`src/rtl/rxs_pkg.sv`:
```
package rxs_pkg;

  typedef enum logic [1:0] {
    SLOT_EMPTY   = 2'd0,
    SLOT_LOADED  = 2'd1,
    SLOT_PENDING = 2'd2
  } slot_state_e;

  typedef enum logic [2:0] {
    PH_IDLE,
    PH_DATA,
    PH_PAD,
    PH_FCS,
    PH_PRE
  } phase_e;

  localparam int unsigned LEAD_LEN  = 8;
  localparam int unsigned FCS_LEN   = 4;
  localparam int unsigned OVERHEAD  = LEAD_LEN + FCS_LEN;
  localparam logic [7:0]  LEAD_BYTE = 8'h55;
  localparam logic [7:0]  SYNC_BYTE = 8'hD5;
  localparam logic [31:0] CRC_POLY  = 32'hEDB88320;

  function automatic logic [31:0] crc_step(input logic [31:0] crc, input logic [7:0] data);
    logic [31:0] c;
    c = crc ^ {24'd0, data};
    for (int b = 0; b < 8; b++) begin
      c = c[0] ? ((c >> 1) ^ CRC_POLY) : (c >> 1);
    end
    return c;
  endfunction

endpackage

```
`src/rtl/rxs_slot.sv`:
```
module rxs_slot
  import rxs_pkg::*;
#(
  parameter int unsigned CNT_W = 12
) (
  input  logic             clk_i,
  input  logic             rst_ni,
  input  logic             host_we_i,
  input  logic [1:0]       host_state_i,
  input  logic             commit_i,
  input  logic [CNT_W-1:0] commit_cnt_i,
  output logic [1:0]       state_o,
  output logic [CNT_W-1:0] count_o
);

  logic [1:0]       state_q;
  logic [CNT_W-1:0] count_q;

  // commit outranks a coincident host write
  always_ff @(posedge clk_i or negedge rst_ni) begin
    if (!rst_ni) begin
      state_q <= SLOT_EMPTY;
      count_q <= '0;
    end else if (commit_i) begin
      state_q <= SLOT_PENDING;
      count_q <= commit_cnt_i;
    end else if (host_we_i) begin
      state_q <= host_state_i;
    end
  end

  assign state_o = state_q;
  assign count_o = count_q;

endmodule

```
`src/rtl/rxs_crc.sv`:
```
module rxs_crc
  import rxs_pkg::*;
(
  input  logic        clk_i,
  input  logic        rst_ni,
  input  logic        clear_i,
  input  logic        en_i,
  input  logic [7:0]  data_i,
  output logic [31:0] crc_o
);

  logic [31:0] crc_q;
  logic [31:0] base;

  assign base = clear_i ? '1 : crc_q;

  always_ff @(posedge clk_i or negedge rst_ni) begin
    if (!rst_ni)      crc_q <= '1;
    else if (en_i)    crc_q <= crc_step(base, data_i);
    else if (clear_i) crc_q <= '1;
  end

  assign crc_o = crc_q;

endmodule

```
`src/rtl/rxs_seq.sv`:
```
module rxs_seq
  import rxs_pkg::*;
#(
  parameter int unsigned BUF_BYTES   = 2048,
  parameter int unsigned MIN_PAYLOAD = 60,
  parameter int unsigned ADDR_W      = 11,
  parameter int unsigned CNT_W       = 12
) (
  input  logic              clk_i,
  input  logic              rst_ni,
  input  logic              in_valid_i,
  input  logic [7:0]        in_data_i,
  input  logic              in_sop_i,
  input  logic              in_eop_i,
  output logic              in_ready_o,
  input  logic [1:0]        loaded_i,
  output logic [1:0]        commit_o,
  output logic [CNT_W-1:0]  commit_cnt_o,
  output logic              crc_clear_o,
  output logic              crc_en_o,
  output logic [7:0]        crc_data_o,
  input  logic [31:0]       crc_i,
  output logic              buf_we_o,
  output logic              buf_slot_o,
  output logic [ADDR_W-1:0] buf_addr_o,
  output logic [7:0]        buf_data_o,
  output logic              busy_o
);

  localparam int unsigned LEN_W = $clog2(BUF_BYTES + 1);
  localparam logic [LEN_W-1:0] MAX_L  = LEN_W'(BUF_BYTES - OVERHEAD);
  localparam logic [LEN_W-1:0] MIN_L  = LEN_W'(MIN_PAYLOAD);
  localparam logic [LEN_W-1:0] LEAD_L = LEN_W'(LEAD_LEN);

  phase_e            phase_q;
  logic              slot_q;
  logic [LEN_W-1:0]  len_q;
  logic [2:0]        idx_q;
  logic              we_q;
  logic [ADDR_W-1:0] addr_q;
  logic [7:0]        data_q;

  logic              idle, take_byte, room;
  logic [LEN_W-1:0]  cur_len, len_nx;
  logic [7:0]        fcs_byte;

  assign idle       = (phase_q == PH_IDLE);
  assign in_ready_o = idle ? |loaded_i : (phase_q == PH_DATA);
  assign take_byte  = in_valid_i && in_ready_o && (!idle || in_sop_i);
  assign cur_len    = idle ? '0 : len_q;
  assign room       = cur_len < MAX_L;
  assign len_nx     = room ? cur_len + LEN_W'(1) : cur_len;
  assign fcs_byte   = ~crc_i[8*idx_q[1:0] +: 8];

  assign crc_clear_o = take_byte && idle;
  assign crc_en_o    = (take_byte && room) || (phase_q == PH_PAD);
  assign crc_data_o  = (phase_q == PH_PAD) ? 8'h00 : in_data_i;

  always_ff @(posedge clk_i or negedge rst_ni) begin
    if (!rst_ni) begin
      phase_q <= PH_IDLE;
      slot_q  <= 1'b0;
      len_q   <= '0;
      idx_q   <= '0;
      we_q    <= 1'b0;
      addr_q  <= '0;
      data_q  <= '0;
    end else begin
      we_q <= 1'b0;
      unique case (phase_q)
        PH_IDLE, PH_DATA: begin
          if (take_byte) begin
            if (idle) slot_q <= loaded_i[0] ? 1'b0 : 1'b1;
            len_q <= len_nx;
            idx_q <= '0;
            if (room) begin
              we_q   <= 1'b1;
              addr_q <= ADDR_W'(cur_len + LEAD_L);
              data_q <= in_data_i;
            end
            if (!in_eop_i)     phase_q <= PH_DATA;
            else if (!room)    phase_q <= PH_IDLE;   // oversize: drop
            else if (len_nx < MIN_L) phase_q <= PH_PAD;
            else               phase_q <= PH_FCS;
          end
        end
        PH_PAD: begin
          we_q   <= 1'b1;
          addr_q <= ADDR_W'(len_q + LEAD_L);
          data_q <= 8'h00;
          len_q  <= len_q + LEN_W'(1);
          if (len_q + LEN_W'(1) == MIN_L) phase_q <= PH_FCS;
        end
        PH_FCS: begin
          we_q   <= 1'b1;
          addr_q <= ADDR_W'(len_q + LEAD_L + LEN_W'(idx_q));
          data_q <= fcs_byte;
          idx_q  <= idx_q + 3'd1;
          if (idx_q == 3'(FCS_LEN - 1)) begin
            idx_q   <= '0;
            phase_q <= PH_PRE;
          end
        end
        PH_PRE: begin
          we_q   <= 1'b1;
          addr_q <= ADDR_W'(idx_q);
          data_q <= (idx_q == 3'(LEAD_LEN - 1)) ? SYNC_BYTE : LEAD_BYTE;
          idx_q  <= idx_q + 3'd1;
          if (idx_q == 3'(LEAD_LEN - 1)) phase_q <= PH_IDLE;
        end
        default: phase_q <= PH_IDLE;
      endcase
    end
  end

  // commit lands on the edge that issues the sync-byte write
  for (genvar s = 0; s < 2; s++) begin : g_commit
    assign commit_o[s] = (phase_q == PH_PRE) && (idx_q == 3'(LEAD_LEN - 1)) && (slot_q == 1'(s));
  end
  assign commit_cnt_o = CNT_W'(len_q + LEN_W'(OVERHEAD));

  assign buf_we_o   = we_q;
  assign buf_slot_o = slot_q;
  assign buf_addr_o = addr_q;
  assign buf_data_o = data_q;
  assign busy_o     = !idle;

endmodule

```
`src/rtl/rx_frame_slots.sv`:
```
module rx_frame_slots
  import rxs_pkg::*;
#(
  parameter int unsigned BUF_BYTES   = 2048,
  parameter int unsigned MIN_PAYLOAD = 60,
  localparam int unsigned ADDR_W     = $clog2(BUF_BYTES),
  localparam int unsigned CNT_W      = $clog2(BUF_BYTES + 1)
) (
  input  logic              clk_i,
  input  logic              rst_ni,
  input  logic              in_valid_i,
  input  logic [7:0]        in_data_i,
  input  logic              in_sop_i,
  input  logic              in_eop_i,
  output logic              in_ready_o,
  input  logic              st_we_i,
  input  logic              st_sel_i,
  input  logic [1:0]        st_data_i,
  output logic              buf_we_o,
  output logic              buf_slot_o,
  output logic [ADDR_W-1:0] buf_addr_o,
  output logic [7:0]        buf_data_o,
  output logic [1:0]        state0_o,
  output logic [1:0]        state1_o,
  output logic [CNT_W-1:0]  count0_o,
  output logic [CNT_W-1:0]  count1_o,
  output logic              irq_o
);

  logic [1:0]       loaded, pending, commit;
  logic [CNT_W-1:0] commit_cnt;
  logic [1:0]       slot_state [2];
  logic [CNT_W-1:0] slot_cnt   [2];
  logic             crc_clear, crc_en, seq_busy;
  logic [7:0]       crc_data;
  logic [31:0]      crc_val;

  for (genvar s = 0; s < 2; s++) begin : g_slot
    rxs_slot #(.CNT_W(CNT_W)) u_slot (
      .clk_i        (clk_i),
      .rst_ni       (rst_ni),
      .host_we_i    (st_we_i && (st_sel_i == 1'(s))),
      .host_state_i (st_data_i),
      .commit_i     (commit[s]),
      .commit_cnt_i (commit_cnt),
      .state_o      (slot_state[s]),
      .count_o      (slot_cnt[s])
    );
    assign loaded[s]  = (slot_state[s] == SLOT_LOADED);
    assign pending[s] = (slot_state[s] == SLOT_PENDING);
  end

  rxs_crc u_crc (
    .clk_i   (clk_i),
    .rst_ni  (rst_ni),
    .clear_i (crc_clear),
    .en_i    (crc_en),
    .data_i  (crc_data),
    .crc_o   (crc_val)
  );

  rxs_seq #(
    .BUF_BYTES   (BUF_BYTES),
    .MIN_PAYLOAD (MIN_PAYLOAD),
    .ADDR_W      (ADDR_W),
    .CNT_W       (CNT_W)
  ) u_seq (
    .clk_i        (clk_i),
    .rst_ni       (rst_ni),
    .in_valid_i   (in_valid_i),
    .in_data_i    (in_data_i),
    .in_sop_i     (in_sop_i),
    .in_eop_i     (in_eop_i),
    .in_ready_o   (in_ready_o),
    .loaded_i     (loaded),
    .commit_o     (commit),
    .commit_cnt_o (commit_cnt),
    .crc_clear_o  (crc_clear),
    .crc_en_o     (crc_en),
    .crc_data_o   (crc_data),
    .crc_i        (crc_val),
    .buf_we_o     (buf_we_o),
    .buf_slot_o   (buf_slot_o),
    .buf_addr_o   (buf_addr_o),
    .buf_data_o   (buf_data_o),
    .busy_o       (seq_busy)
  );

  assign state0_o = slot_state[0];
  assign state1_o = slot_state[1];
  assign count0_o = slot_cnt[0];
  assign count1_o = slot_cnt[1];
  assign irq_o    = |pending;

endmodule

```
`config.mk`:
```
export PLATFORM = sky130hd
export DESIGN_NAME = rx_frame_slots
export DESIGN_NICKNAME = d
export VERILOG_FILES = /design/src/rtl/rxs_pkg.sv /design/src/rtl/rxs_slot.sv /design/src/rtl/rxs_crc.sv /design/src/rtl/rxs_seq.sv /design/src/rtl/rx_frame_slots.sv
export SDC_FILE = /design/constraint.sdc
export NUM_CORES = 1
export LEC_CHECK = 0
export ABC_AREA = 1
export BUFFER_PORTS_ARGS = -buffer_cell sky130_fd_sc_hd__clkbuf_2
export CELL_PAD_IN_SITES_DETAIL_PLACEMENT = 2
export CELL_PAD_IN_SITES_GLOBAL_PLACEMENT = 2
export CORE_ASPECT_RATIO = 1.2
export CORE_UTILIZATION = 38
export CTS_BUF_LIST = sky130_fd_sc_hd__clkbuf_4 sky130_fd_sc_hd__clkbuf_8
export DETAILED_ROUTE_END_ITERATION = 10
export GPL_ROUTABILITY_DRIVEN = 0
export GPL_TIMING_DRIVEN = 0
export PLACE_DENSITY_LB_ADDON = 0.1
export SYNTH_ARGS = -nofsm -noshare
export SYNTH_HDL_FRONTEND = slang
export SYNTH_SLANG_ARGS = --single-unit
```
`constraint.sdc`:
```
create_clock -name clk_i -period 5.1 [get_ports clk_i]
set_clock_uncertainty 0.15 [all_clocks]
set_input_delay 0.255 -clock clk_i [delete_from_list [all_inputs] [get_ports clk_i]]
set_output_delay 0.255 -clock clk_i [all_outputs]
set_load 0.005 [all_outputs]
```
==> metrics.json, run 1 <==
{
  "synth-warning-count": {"value": 0},
  "result_of_the_run": {"value": "completed"},
  "core": {"value": 18200, "unit": "sq um"},
  "final_min_period_over_clock_period": {"value": 64.0, "unit": "%"},
  "critical_path.startpoint_type": {"value": "register"},
  "h_tree_lvls": {"value": 3},
  "timing.final.crit_period": {"value": 3.27, "unit": "ns"},
  "vias_per_cell": {"value": 5.45},
  "synth_cells": {"value": 967},
  "endpoint": {"value": "u_seq.phase_q[0]"},
  "dieHeight": {"value": 152, "unit": "microns"},
  "synth.avg_cell_area": {"value": 7.32, "unit": "sq um"},
  "cts-root-buf": {"value": "sky130_fd_sc_hd__clkbuf_8"},
  "cts.clk_slew.worst_paths": {"value": 0.13, "unit": "ns"},
  "ys_dominant_reg_cell": {"value": "sky130_fd_sc_hd__dfrtp_1"},
  "synth-adder-area-share": {"value": 2.93, "unit": "%"},
  "timing.final.hold_violations": {"value": 0},
  "rsz0062_at_grt": {"value": "no"},
  "total_negative_setup_slacks": {"value": 0, "unit": "ns"},
  "max-slew-margin-rel": {"value": 41.5, "unit": "%"},
  "synth-compound-area-share": {"value": 12.6, "unit": "%"},
  "dominant_combinational_cell_family_by_area_after_synthesis": {"value": "simple AND/OR/NAND/NOR gates"},
  "worst-endpoint-arrival": {"value": 3.41, "unit": "ns"},
  "max_cap_violations": {"value": 0},
  "worst_r2r_startpoint": {"value": "u_seq.phase_q[0]"},
  "post_synth_num_cell_types": {"value": 51},
  "report.power.total": {"value": 0.00617, "unit": "W"},
  "crit_slowest_cell": {"value": "sky130_fd_sc_hd__dfrtp_1"},
  "wirelength": {"value": 27.7, "unit": "mm"},
  "grt_antenna_before_repair": {"value": 0},
  "layout-drive-gt1-share": {"value": 18.8, "unit": "%"},
  "path_class": {"value": "reg -> reg"},
  "r2r.worst_path.cells": {"value": 18},
  "fp-row-count": {"value": 54},
  "cts_buffers": {"value": 9},
  "use_met1": {"value": 32.1, "unit": "%"},
  "grt.total_usage": {"value": 30.1, "unit": "%"},
  "synth-seq-cells": {"value": 99},
  "cpMostUsedCell": {"value": "sky130_fd_sc_hd__nand2_1"},
  "final_nets": {"value": 1085},
  "holdWs": {"value": 0.0594, "unit": "ns"},
  "multi_input_area": {"value": 3990, "unit": "sq um"},
  "io_buffer_count": {"value": 67},
  "clk_path_buf_depth": {"value": 2},
  "layout.area.seq": {"value": 2520, "unit": "sq um"},
  "die_area": {"value": 19200, "unit": "sq um"},
  "worstPathBufferInverterCount": {"value": 5},
  "maxClockFrequency": {"value": 0.306, "unit": "GHz"},
  "critical_path_peak_fanout": {"value": 10},
  "initialDrtViolationCount": {"value": 243},
  "tritoncts_clock_tree": {"value": "done"},
  "wire_length_of_the_first_global_routing_pass": {"value": 43.1, "unit": "mm"},
  "initial_utilization": {"value": 38.8, "unit": "%"},
  "antenna_cells_inserted": {"value": 0},
  "cts.sink_count": {"value": 99},
  "number_of_vias_after_detailed_routing": {"value": 6981},
  "synth_edf_count": {"value": 0},
  "final-max-slew-violation-count": {"value": 0},
  "ir_worst_vdd": {"value": 347, "unit": "uV"},
  "grt_pass1_vias": {"value": 7571},
  "worst_pin_slew": {"value": 0.878, "unit": "ns"},
  "grt_remaining_overflow": {"value": 0},
  "met2_usage": {"value": 59.1, "unit": "%"},
  "hold_class": {"value": "in -> reg"},
  "regToRegEndpoint": {"value": "u_seq.phase_q[0]"},
  "insertion_delay": {"value": 0.41, "unit": "ns"},
  "total_leakage_power": {"value": 4.01, "unit": "nW"},
  "critical_path.max_stage_delay": {"value": 0.47, "unit": "ns"},
  "timing.critical_path.required": {"value": 5.24, "unit": "ns"},
  "routed_wire_length_per_instance": {"value": 21.6, "unit": "microns"},
  "antenna_left": {"value": 0},
  "crit_chain": {"value": "inv_2 > nand2_2 > inv_2 > buf_2 > nor2_1 > ha_1 > nand2_1 > inv_1 > nand3_1 > xnor2_1 > nand2_1 > o21ai_0 > inv_1 > nand2_1 > nor3_1 > nand3_1 > nand2_1 > a21oi_1"},
  "cpLargestDelayFamily": {"value": "simple AND/OR/NAND/NOR gates"},
  "horizontal_die_dimension": {"value": 127, "unit": "microns"},
  "post_cts_buffers": {"value": 0},
  "p_per_area": {"value": 772, "unit": "nW/um^2"},
  "synth_xor_xnor_area_share": {"value": 10.0, "unit": "%"},
  "synth-simple-area-share": {"value": 30.7, "unit": "%"},
  "num_io_pins": {"value": 68},
  "reg2reg_setup_slack": {"value": 1.83, "unit": "ns"},
  "post_synth_instance_area": {"value": 7080, "unit": "sq um"},
  "syn_nets": {"value": 1000},
  "synthToLayoutAreaGrowth": {"value": 12.9, "unit": "%"},
  "post_synthesis_mux_area_share": {"value": 0.159, "unit": "%"},
  "synth_seq_area_share": {"value": 35.6, "unit": "%"},
  "use_met3": {"value": 2.95, "unit": "%"},
  "cp-end-kind": {"value": "register"},
  "grt.busiest_layer": {"value": "met2"},
  "place_hpwl": {"value": 21.5, "unit": "mm"},
  "worst-path-stages": {"value": 18},
  "grt_start_max_net_pins": {"value": 100},
  "post-route-drc-count": {"value": 0},
  "synthArstFlopShare": {"value": 100, "unit": "%"},
  "setup.worst_path.start": {"value": "u_seq.phase_q[0]"},
  "dr.pass1.iters": {"value": 4},
  "fillers": {"value": 2193},
  "finalSetupViolCount": {"value": 0}
}
report_power, final:
group	total [W]	internal [W]	leakage (nW)	switching, W
registers	0.00141	0.00118	1.17	0.000223
logic	0.00417	0.00134	2.73	0.00283
clock network	0.000591	0.000241	0.107	0.000350
total	0.00617	0.00277	4.01	0.00340
cells in the final DEF, fill, tap and decap left out, drive strengths merged, types with 20 or more instances in the layout:
| cell type | instances |
|---|---|
| xor2 | 51 |
| dfrtp | 67 |
| clkbuf | 90 |
| o21ai | 70 |
| a31oi | 21 |
| nor2 | 100 |
| xnor2 | 20 |
| dfstp | 32 |
| nand2 | 305 |
| nand3 | 59 |
| inv | 109 |
| a21oi | 35 |
worst register-to-register path: cells and delay by family (launching register included):
family,cells,cell delay (ns)
flip-flops,1,0.47
XOR/XNOR,1,0.19
adder cells (fa/ha/maj),1,0.26
AO/OA/AOI/OAI,2,0.16
buffers and inverters,5,0.68
AND/OR/NAND/NOR,9,1.25
repair_timing:
item                                    in CTS  in global routing
endpoints found under the hold margin       76                  0
hold buffers                                 7                  0
endpoints found under the setup margin       0                  0
resized for setup                            0                  0
Yosys cell counts (2+ instances only):
cell type                    n  share of area (%)
sky130_fd_sc_hd__a21oi_1    35                2.5
sky130_fd_sc_hd__a221oi_1    2               0.25
sky130_fd_sc_hd__a22oi_1     2               0.21
sky130_fd_sc_hd__a31oi_1    21                1.9
sky130_fd_sc_hd__buf_2      11               0.78
sky130_fd_sc_hd__buf_4       2               0.21
sky130_fd_sc_hd__buf_6       3               0.48
sky130_fd_sc_hd__clkbuf_1   14               0.74
sky130_fd_sc_hd__clkinv_1    3               0.16
sky130_fd_sc_hd__dfrtp_1    67                 24
sky130_fd_sc_hd__dfstp_2    32                 12
sky130_fd_sc_hd__ha_1       15                2.7
sky130_fd_sc_hd__inv_1      96                5.1
sky130_fd_sc_hd__inv_2      10               0.53
sky130_fd_sc_hd__nand2_1   272                 14
sky130_fd_sc_hd__nand2_2    19                1.7
sky130_fd_sc_hd__nand2_4    14                2.2
sky130_fd_sc_hd__nand3_1    51                3.6
sky130_fd_sc_hd__nand3_2     5               0.71
sky130_fd_sc_hd__nand3_4     3               0.74
sky130_fd_sc_hd__nand4_1     5               0.44
sky130_fd_sc_hd__nor2_1     96                5.1
sky130_fd_sc_hd__nor2_4      3               0.48
sky130_fd_sc_hd__nor3_1      4               0.28
sky130_fd_sc_hd__nor3b_1     2               0.21
sky130_fd_sc_hd__o211ai_1   10                1.1
sky130_fd_sc_hd__o21ai_0    64                4.5
sky130_fd_sc_hd__o21ai_1     6               0.42
sky130_fd_sc_hd__o221ai_1    3               0.37
sky130_fd_sc_hd__o22ai_1     6               0.53
sky130_fd_sc_hd__or2_2       5               0.44
sky130_fd_sc_hd__xnor2_1    15                1.9
sky130_fd_sc_hd__xnor2_2     2               0.46
sky130_fd_sc_hd__xnor2_4     3                1.2
sky130_fd_sc_hd__xor2_1     49                6.1
sky130_fd_sc_hd__xor2_2      2               0.46
stage by stage:
step / setup slack [ns] / util (%) / cells / cell area (sq um)
floorplan: 2.68 / - / 967 / 7080
global placement: 1.92 / 42.2 / 1258 / 7700
detailed placement: 1.90 / 42.2 / 1258 / 7700
CTS: 1.86 / 43.8 / 1281 / 7990
global route: 1.58 / 43.8 / 1281 / 7990
finish: 1.83 / 43.8 / 1281 / 7990
registers in the layout (all words and copies together), names as in the netlist:
name / cells
u_seq.buf_we_o: 1
u_seq.buf_addr_o: 11
u_seq.buf_slot_o: 1
u_seq.len_q: 12
g_slot.u_slot.count_o: 24
u_seq.buf_data_o: 8
u_seq.idx_q: 3
g_slot.u_slot.state_o: 4
u_crc.crc_o: 32
u_seq.phase_q: 3
logic make-up after synthesis:
logic type,Yosys count
muxes,1
buffers and inverters,140
and+or+nand+nor,483
xor gates and xnor gates,71
DFF,99
AOI/OAI and AO/OA,157
adders and majority gates,16
layer usage:
metal / vias to the layer above / share of wire [%]
met1: 3540 / 39
met2: 118 / 54
met3: 59 / 2.2
met5: - / 0
li1: 3264 / -
met4: 0 / 4.4
worst min path at each step:
stage / start / endpoint / cells past startpoint
2_1_floorplan: rst_ni / g_slot[0].u_slot.count_o[0] / 0
3_3_place_gp: g_slot[0].u_slot.count_o[5] / g_slot[0].u_slot.count_o[5] / 2
3_5_place_dp: rst_ni / u_seq.len_q[6] / 1
4_1_cts: st_we_i / g_slot[1].u_slot.state_o[1] / 4
5_1_grt: st_we_i / g_slot[1].u_slot.state_o[1] / 4
6_report: st_we_i / g_slot[1].u_slot.state_o[1] / 4
final cells by class:
type                    instances  share of cell area (%)
flip-flops and latches         99                    31.5
clock buffers                   9                    1.55
clock inverters                 7                    1.17
plain buffers                  31                    2.00
repair buffers                 74                    5.18
well taps                     224                    3.51
inverters                     109                    5.12
multi-input cells             728                    50.0
Power figures use the tool's default switching activity.
==> inputs of run 2 (changes only) <==
ABC_AREA = 0   (was 1)
CORE_UTILIZATION = 35   (was 38)
clock period = 2.7 ns   (was 5.1 ns; I/O delays follow)
==> metrics.json, run 2 <==
{
  "result_of_the_run": {"value": "finished with violations"},
  "failed_checks": {"value": "setup timing"},
  "netlist.top_cell.by_area": {"value": "sky130_fd_sc_hd__dfrtp_1"},
  "yosys-top-cells-count": {"value": "sky130_fd_sc_hd__nor2_1, sky130_fd_sc_hd__nand2_1, sky130_fd_sc_hd__dfrtp_1, sky130_fd_sc_hd__o21ai_0, sky130_fd_sc_hd__a21oi_1"},
  "post-place-ws": {"value": -0.681, "unit": "ns", "change": "-2.58 ns"},
  "critical_path.startpoint_type": {"value": "register"},
  "grt_remaining_overflow": {"value": 0, "change": "unchanged"},
  "fillers": {"value": 2109, "change": "-3.8%"},
  "maxClockFrequency": {"value": 0.368, "unit": "GHz", "change": "+20%"},
  "tritoncts_clock_tree": {"value": "done"},
  "synth_seq_area_share": {"value": 36.0, "unit": "%", "change": "+0.43 points"},
  "antenna_left": {"value": 0, "change": "unchanged"},
  "final_design_area_no_fill": {"value": 8680, "unit": "sq um", "change": "+8.6%"},
  "synth-warning-count": {"value": 0, "change": "unchanged"},
  "initialDrtViolationCount": {"value": 351, "change": "+44%"},
  "final_nets": {"value": 943, "change": "-13%"},
  "final_min_period_over_clock_period": {"value": 101, "unit": "%", "change": "+37 points"},
  "p_per_area": {"value": 1600, "unit": "nW/um^2", "change": "+110%"},
  "synthArstFlopShare": {"value": 100, "unit": "%", "change": "unchanged"},
  "synth_edf_count": {"value": 0, "change": "unchanged"},
  "antenna_cells_inserted": {"value": 0, "change": "unchanged"},
  "grt_antenna_before_repair": {"value": 0, "change": "unchanged"},
  "final_cell_mix": {"value": "sky130_fd_sc_hd__nor2_1, sky130_fd_sc_hd__clkbuf_2, sky130_fd_sc_hd__nand2_1, sky130_fd_sc_hd__dfrtp_1, sky130_fd_sc_hd__o21ai_0"},
  "post_synth_instance_area": {"value": 7000, "unit": "sq um", "change": "-1.2%"},
  "cp-end-kind": {"value": "register"},
  "synth_cells": {"value": 786, "change": "-19%"},
  "horizontal_die_dimension": {"value": 131, "unit": "microns", "change": "+3.5%"},
  "dominant_combinational_cell_family_by_area_after_synthesis": {"value": "compound AO/OA/AOI/OAI gates"},
  "die_area": {"value": 20600, "unit": "sq um", "change": "+7.2%"},
  "insertion_delay": {"value": 0.41, "unit": "ns", "change": "about the same"},
  "synth_xor_xnor_area_share": {"value": 15.3, "unit": "%", "change": "+5.3 points"},
  "cts.clk_slew.worst_paths": {"value": 0.13, "unit": "ns", "change": "about the same"},
  "syn_nets": {"value": 819, "change": "-18%"},
  "synth-simple-area-share": {"value": 18.5, "unit": "%", "change": "-12 points"},
  "p_sw": {"value": 0.00694, "unit": "W", "change": "+100%"},
  "worst_pin_slew": {"value": 0.937, "unit": "ns", "change": "+0.0593 ns"},
  "critical_path_peak_fanout": {"value": 7, "change": "-3"},
  "wire_length_of_the_first_global_routing_pass": {"value": 43.8, "unit": "mm", "change": "+1.6%"},
  "hold_class": {"value": "in -> reg"},
  "synth-adder-area-share": {"value": 2.97, "unit": "%", "change": "+0.036 points"},
  "timing.final.crit_period": {"value": 2.72, "unit": "ns", "change": "-0.547 ns"},
  "cts_buffers": {"value": 9, "change": "unchanged"},
  "final-instance-count-excl-fill": {"value": 1176, "change": "-8.2%"},
  "layout-drive-gt1-share": {"value": 29.7, "unit": "%", "change": "+11 points"},
  "max-slew-margin-rel": {"value": 37.5, "unit": "%", "change": "-4.0 points"},
  "grt.total_usage": {"value": 28.9, "unit": "%", "change": "-1.2 points"},
  "num_io_pins": {"value": 68, "change": "unchanged"},
  "p_clk_share": {"value": 7.4, "unit": "%", "change": "-2.2 points"},
  "finalSetupViolCount": {"value": 1, "change": "+1"},
  "post-route-drc-count": {"value": 0, "change": "unchanged"},
  "synth-seq-cells": {"value": 99, "change": "unchanged"},
  "final-max-slew-violation-count": {"value": 0, "change": "unchanged"},
  "max_cap_violations": {"value": 0, "change": "unchanged"},
  "total_leakage_power": {"value": 3.61, "unit": "nW", "change": "-9.9%"},
  "ys_dominant_reg_cell": {"value": "sky130_fd_sc_hd__dfrtp_1"},
  "core": {"value": 19500, "unit": "sq um", "change": "+7.2%"},
  "crit_slowest_cell": {"value": "sky130_fd_sc_hd__dfrtp_2"},
  "path_class": {"value": "reg -> reg"},
  "post_synth_num_cell_types": {"value": 78, "change": "+53%"},
  "ir_worst_vdd": {"value": 1070, "unit": "uV", "change": "+210%"},
  "pwr-share-seq": {"value": 20.6, "unit": "%", "change": "-2.2 points"},
  "place_hpwl": {"value": 20.2, "unit": "mm", "change": "-5.9%"},
  "vias_per_cell": {"value": 5.71, "change": "+4.8%"},
  "clk_path_buf_depth": {"value": 2, "change": "unchanged"},
  "largest_register_ff_count": {"value": 32, "change": "unchanged"},
  "cellInternalPower": {"value": 0.00692, "unit": "W", "change": "+150%"},
  "routed_wire_length_per_instance": {"value": 24.4, "unit": "microns", "change": "+13%"},
  "layout_commonest_cell": {"value": "sky130_fd_sc_hd__nor2_1"},
  "dpl-instance-area": {"value": 7670, "unit": "sq um", "change": "-0.50%"},
  "rsz0062_at_grt": {"value": "yes"},
  "dr.pass1.iters": {"value": 4, "change": "unchanged"},
  "critical_path.max_stage_delay": {"value": 0.50, "unit": "ns", "change": "+0.03 ns"},
  "crit_chain": {"value": "buf_8 > or3_4 > nand2_2 > inv_1 > ha_4 > nand4_1 > nor3_1 > xnor2_1 > a31oi_1 > nor3_1 > o21ai_1"},
  "synthToLayoutAreaGrowth": {"value": 24.1, "unit": "%"},
  "timing.critical_path.required": {"value": 2.85, "unit": "ns", "change": "-2.39 ns"},
  "cts-root-buf": {"value": "sky130_fd_sc_hd__clkbuf_8"},
  "io_buffer_count": {"value": 67, "change": "unchanged"},
  "post_synthesis_mux_area_share": {"value": 4.27, "unit": "%", "change": "+4.1 points"},
  "synth-compound-area-share": {"value": 18.9, "unit": "%", "change": "+6.3 points"},
  "fp-row-count": {"value": 56, "change": "+3.7%"},
  "grt_start_max_net_pins": {"value": 100, "change": "unchanged"},
  "cpMostUsedCell": {"value": "sky130_fd_sc_hd__nor3_1"},
  "netlist.area_leader.share": {"value": 24.0, "unit": "%", "change": "+0.29 points"},
  "wirelength": {"value": 28.7, "unit": "mm", "change": "+3.6%"},
  "grt_pass1_vias": {"value": 7308, "change": "-3.5%"},
  "ys_top_cells_by_area": {"value": "sky130_fd_sc_hd__dfrtp_1, sky130_fd_sc_hd__dfstp_2, sky130_fd_sc_hd__xnor2_1"},
  "timing.final.hold_violations": {"value": 0, "change": "unchanged"},
  "reg2reg_setup_slack": {"value": -0.02, "unit": "ns", "change": "-1.85 ns"},
  "h_tree_lvls": {"value": 3, "change": "unchanged"},
  "total_negative_setup_slacks": {"value": -0.0179, "unit": "ns", "change": "-0.0179 ns"},
  "dieHeight": {"value": 157, "unit": "microns", "change": "+3.5%"},
  "setup_ws": {"value": -0.0179, "unit": "ns", "change": "-1.85 ns"},
  "cpLargestDelayFamily": {"value": "simple AND/OR/NAND/NOR gates"},
  "worst-endpoint-arrival": {"value": 2.87, "unit": "ns", "change": "-0.54 ns"},
  "yosys.cell_count.top_type": {"value": "sky130_fd_sc_hd__nor2_1"},
  "synth.avg_cell_area": {"value": 8.90, "unit": "sq um", "change": "+22%"},
  "combinational_share_of_power": {"value": 72.0, "unit": "%", "change": "+4.4 points"},
  "initial_utilization": {"value": 35.8, "unit": "%", "change": "-3.0 points"},
  "holdWs": {"value": 0.0263, "unit": "ns", "change": "-0.0331 ns"},
  "worstPathBufferInverterCount": {"value": 2, "change": "-3"},
  "post-place-cells": {"value": 1114, "change": "-11%"},
  "cts.sink_count": {"value": 99, "change": "unchanged"},
  "number_of_vias_after_detailed_routing": {"value": 6715, "change": "-3.8%"},
  "power.share.switching": {"value": 50.1, "unit": "%", "change": "-5.0 points"}
}
run 2: cell count changes in the layout (fill, tap and decap cells not counted), moves of 17 or more:
cell / change
sky130_fd_sc_hd__inv_1: -84
sky130_fd_sc_hd__a31oi_1: -17
sky130_fd_sc_hd__buf_4: +36
sky130_fd_sc_hd__nand2_1: -198
sky130_fd_sc_hd__xor2_1: -26
sky130_fd_sc_hd__a21oi_1: +24
sky130_fd_sc_hd__nor3_1: +18
sky130_fd_sc_hd__nand3_1: -34
sky130_fd_sc_hd__xnor2_1: +34
run 2: kinds of logic (layout without fill, tap and decap cells):
family,count (synthesis),after routing
xor+xnor,99,99
flops,99,99
mux,19,19
buf+inv,70,199
fa+ha+maj,16,16
simple gates,279,279
compound gates,204,204
run 2: area by class of cell:
class / count / area [sq um] / share of cell area (%)
tap: 261 / 327 / 3.76
clock buffer: 9 / 124 / 1.43
multi-input combinational: 617 / 4540 / 52.3
buffer: 54 / 284 / 3.27
sequential: 99 / 2520 / 29.1
clock inverter: 7 / 70.1 / 0.807
inverter: 13 / 52.6 / 0.605
timing repair buffer: 116 / 757 / 8.72
run 2: worst min-delay path, cell delays in order:
cell	delay, ns
sky130_fd_sc_hd__clkbuf_2	0.13
sky130_fd_sc_hd__a21oi_1	0.17
sky130_fd_sc_hd__a21oi_1	0.09
run 2: metrics by stage:
step / power (W) / utilization, %
floorplan: 0.00870 / -
global placement: 0.0109 / 39.2
detailed placement: 0.0113 / 39.2
CTS: 0.0131 / 42.4
global route: 0.0147 / 44.4
finish: 0.0139 / 44.4
run 2: metal layers:
| layer | vias to the layer above | track usage [%] | part of all wire, % |
|---|---|---|---|
| li1 | 3011 | - | - |
| met4 | 0 | 12.6 | 3.3 |
| met5 | - | 0 | 0 |
| met3 | 47 | 3.73 | 1.6 |
| met1 | 3548 | 33.1 | 40 |
| met2 | 109 | 52.9 | 55 |
run 2: power groups by stage:
stage | Clock [W] | Combinational (W) | Sequential [W]
after floorplan | 0 | 0.00610 | 0.00260
after global placement | 0 | 0.00821 | 0.00274
after detailed placement | 0 | 0.00852 | 0.00279
after CTS | 0.00105 | 0.00924 | 0.00277
after global routing | 0.00111 | 0.0106 | 0.00293
final | 0.00103 | 0.00998 | 0.00286
run 2: what timing repair did:
item                                    CTS  global route
endpoints found under the hold margin    77             0
resized for setup                        49            66
buffers inserted                         19            17
pin swaps                                15            16
endpoints found under the setup margin   92            60
hold buffers                             13             0
run 2: path summary, 6_finish.rpt:
check / startpoint / end / depth (start not counted)
max in group asynchronous: rst_ni / u_seq.phase_q[2] / 2
worst min register to register: g_slot[1].u_slot.count_o[10] / g_slot[1].u_slot.count_o[10] / 2
min in group asynchronous: rst_ni / g_slot[0].u_slot.count_o[9] / 2
worst max register to register: u_seq.phase_q[0] / u_seq.phase_q[0] / 11
worst min-delay path: in_data_i[3] / u_seq.buf_data_o[3] / 3
worst max-delay path: u_seq.phase_q[0] / u_seq.phase_q[0] / 11
==> inputs of run 3 (changes only) <==
--- a/config.mk
+++ b/config.mk
@@ -18,2 +18,3 @@
 export PLACE_DENSITY_LB_ADDON = 0.1
+export SKIP_LAST_GASP = 1
 export SYNTH_ARGS = -nofsm -noshare
--- a/constraint.sdc
+++ b/constraint.sdc
@@ -4,2 +4,2 @@
 set_output_delay 0.135 -clock clk_i [all_outputs]
-set_load 0.005 [all_outputs]
+set_load 0.01 [all_outputs]
==> metrics.json, run 3 (same netlist as run 2, synthesis figures left out) <==
{
  "cts.clk_slew.worst_paths": {"value": 0.13, "unit": "ns", "change": "about the same"},
  "dieHeight": {"value": 157, "unit": "microns", "change": "unchanged"},
  "final_min_period_over_clock_period": {"value": 99.6, "unit": "%", "change": "-1.1 points"},
  "grt_antenna_before_repair": {"value": 0, "change": "unchanged"},
  "reg2reg_setup_slack": {"value": 0.01, "unit": "ns", "change": "+0.03 ns"},
  "timing.critical_path.required": {"value": 2.89, "unit": "ns", "change": "+0.04 ns"},
  "io_buffer_count": {"value": 67, "change": "unchanged"},
  "routed_wire_length_per_instance": {"value": 24.3, "unit": "microns", "change": "-0.37%"},
  "max-slew-margin-rel": {"value": 34.8, "unit": "%", "change": "-2.7 points"},
  "wirelength": {"value": 28.5, "unit": "mm", "change": "-0.46%"},
  "clk_path_buf_depth": {"value": 2, "change": "unchanged"},
  "timing.hold.worst_endpoint": {"value": "u_seq.buf_data_o[3]"},
  "final_design_area_no_fill": {"value": 8620, "unit": "sq um", "change": "-0.65%"},
  "p_per_area": {"value": 1600, "unit": "nW/um^2", "change": "+0.19%"},
  "grt.total_usage": {"value": 28.9, "unit": "%", "change": "unchanged"},
  "number_of_vias_after_detailed_routing": {"value": 6681, "change": "-0.51%"},
  "dr.pass1.iters": {"value": 4, "change": "unchanged"},
  "post-place-ws": {"value": -0.681, "unit": "ns", "change": "unchanged"},
  "fp-row-count": {"value": 56, "change": "unchanged"},
  "layout_commonest_cell": {"value": "sky130_fd_sc_hd__nor2_1"},
  "critical_path_peak_fanout": {"value": 10, "change": "+3"},
  "vias_per_cell": {"value": 5.69, "change": "-0.42%"},
  "worst-endpoint-arrival": {"value": 2.88, "unit": "ns", "change": "about the same"},
  "crit_chain": {"value": "nor2b_4 > o31ai_4 > buf_6 > o21ai_0 > xnor2_2 > xnor3_2 > a32oi_1 > o41ai_2"},
  "core": {"value": 19500, "unit": "sq um", "change": "unchanged"},
  "worst_hold_path.num_cells": {"value": 3, "change": "unchanged"},
  "setup_ws": {"value": 0.0108, "unit": "ns", "change": "+0.0287 ns"},
  "final_cell_mix": {"value": "sky130_fd_sc_hd__nor2_1, sky130_fd_sc_hd__clkbuf_2, sky130_fd_sc_hd__nand2_1, sky130_fd_sc_hd__dfrtp_1, sky130_fd_sc_hd__o21ai_0"},
  "finalSetupViolCount": {"value": 0, "change": "-1"},
  "path_class": {"value": "reg -> reg"},
  "worst_pin_slew": {"value": 0.977, "unit": "ns", "change": "+0.0399 ns"},
  "cts.sink_count": {"value": 99, "change": "unchanged"},
  "max_cap_violations": {"value": 0, "change": "unchanged"},
  "initial_utilization": {"value": 35.8, "unit": "%", "change": "unchanged"},
  "r2r.worst_path.cells": {"value": 8, "change": "-3"},
  "insertion_delay": {"value": 0.41, "unit": "ns", "change": "about the same"},
  "final-max-slew-violation-count": {"value": 0, "change": "unchanged"},
  "cp-end-kind": {"value": "register"},
  "critical_path.max_stage_delay": {"value": 0.53, "unit": "ns", "change": "+0.03 ns"},
  "layout-drive-gt1-share": {"value": 29.2, "unit": "%", "change": "-0.51 points"},
  "tritoncts_clock_tree": {"value": "done"},
  "holdWs": {"value": 0.0225, "unit": "ns", "change": "-0.00381 ns"},
  "antenna_cells_inserted": {"value": 0, "change": "unchanged"},
  "cts-root-buf": {"value": "sky130_fd_sc_hd__clkbuf_8"},
  "crit_slowest_cell": {"value": "sky130_fd_sc_hd__xnor3_2"},
  "grt_pass1_vias": {"value": 7308, "change": "unchanged"},
  "cts_buffers": {"value": 9, "change": "unchanged"},
  "grt_start_max_net_pins": {"value": 100, "change": "unchanged"},
  "post-route-drc-count": {"value": 0, "change": "unchanged"},
  "hold_class": {"value": "in -> reg"},
  "timing.final.hold_violations": {"value": 0, "change": "unchanged"},
  "place_hpwl": {"value": 20.2, "unit": "mm", "change": "unchanged"},
  "wire_length_of_the_first_global_routing_pass": {"value": 43.8, "unit": "mm", "change": "unchanged"},
  "cpLargestDelayFamily": {"value": "compound AO/OA/AOI/OAI gates"},
  "min_from": {"value": "in_data_i[3]"},
  "die_area": {"value": 20600, "unit": "sq um", "change": "unchanged"},
  "antenna_left": {"value": 0, "change": "unchanged"},
  "ir_worst_vdd": {"value": 1020, "unit": "uV", "change": "-4.3%"},
  "grt_remaining_overflow": {"value": 0, "change": "unchanged"},
  "maxClockFrequency": {"value": 0.372, "unit": "GHz", "change": "+1.1%"},
  "timing.final.crit_period": {"value": 2.69, "unit": "ns", "change": "-0.0287 ns"},
  "result_of_the_run": {"value": "completed"},
  "post-place-cells": {"value": 1114, "change": "unchanged"},
  "regToRegEndpoint": {"value": "u_crc.crc_o[23]"},
  "final_nets": {"value": 942, "change": "-0.11%"},
  "worstPathBufferInverterCount": {"value": 1, "change": "-1"},
  "critical_path.startpoint_type": {"value": "register"},
  "num_io_pins": {"value": 68, "change": "unchanged"},
  "worst_r2r_startpoint": {"value": "g_slot[0].u_slot.state_o[0]"},
  "dpl-instance-area": {"value": 7670, "unit": "sq um", "change": "unchanged"},
  "total_leakage_power": {"value": 3.60, "unit": "nW", "change": "-0.22%"},
  "h_tree_lvls": {"value": 3, "change": "unchanged"},
  "largest_register_ff_count": {"value": 32, "change": "unchanged"},
  "horizontal_die_dimension": {"value": 131, "unit": "microns", "change": "unchanged"},
  "initialDrtViolationCount": {"value": 372, "change": "+6.0%"},
  "synthToLayoutAreaGrowth": {"value": 23.3, "unit": "%"},
  "final-instance-count-excl-fill": {"value": 1175, "change": "-0.085%"},
  "rsz0062_at_grt": {"value": "yes"}
}
[run 3: worst register-to-register path: cells and delay by family, from the launching register on]
family                    cells  cell delay [ns]
AOI/OAI and AO/OA             4             0.84
xor gates and xnor gates      2             0.81
buffers and inverters         1             0.20
DFF                           1             0.45
and+or+nand+nor               1             0.17
[run 3: report_power, final]
group          internal [W]  leakage, nW  switching, W  total, W
combinational       0.00428         2.34       0.00569   0.00996
clock              0.000363       0.0956      0.000667   0.00103
sequential          0.00224         1.17      0.000564   0.00280
total               0.00688         3.60       0.00692    0.0138
[run 3: metal layers]
metal  global-route usage (%)  share of wire, %  vias up
met5                        0                 0        -
met4                     12.6               3.8        0
met3                     3.73               2.1       52
met2                     52.9                55      114
met1                     33.1                39     3507
li1                         -                 -     3008
[run 3: through the flow]
stage | TNS (ns) | total power, W | util, %
floorplan | 0 | 0.00877 | -
global placement | -28.46 | 0.0110 | 39.2
detailed placement | -28.34 | 0.0114 | 39.2
CTS | -0.328 | 0.0131 | 42.4
global route | -0.536 | 0.0146 | 44.1
finish | 0 | 0.0138 | 44.1
[run 3: worst max-delay path by stage]
stage                                      startpoint  depth (start not counted)          endpoint  slack [ns]
after floorplan                      u_seq.phase_q[2]                         12  u_seq.phase_q[0]        0.16
after CTS                            u_seq.phase_q[0]                         12  u_seq.phase_q[0]        -0.1
after global placement               u_seq.phase_q[0]                         13  u_seq.phase_q[0]       -0.61
after detailed placement             u_seq.phase_q[2]                         13  u_seq.phase_q[0]       -0.68
final                     g_slot[0].u_slot.state_o[0]                          8   u_crc.crc_o[23]        0.01
after global routing                 u_seq.phase_q[1]                          7   u_crc.crc_o[20]       -0.12
[run 3: timing repair]
action                                  in CTS  in global routing
gates resized for setup                     48                 62
hold endpoints to repair                    77                  0
setup buffers                               19                 14
pin swaps                                   15                 16
endpoints found under the setup margin      92                 61
hold buffers                                13                  0
[run 3: area by class of cell]
cell class                 instances  area (sq um)
fill                            2105         10900
sequential                        99          2520
clock inverter                     7          70.1
clock buffer                       9           124
buffer                            56           297
timing repair buffer             113           734
tap                              261           327
inverter                          13          52.6
multi-input combinational        617          4500
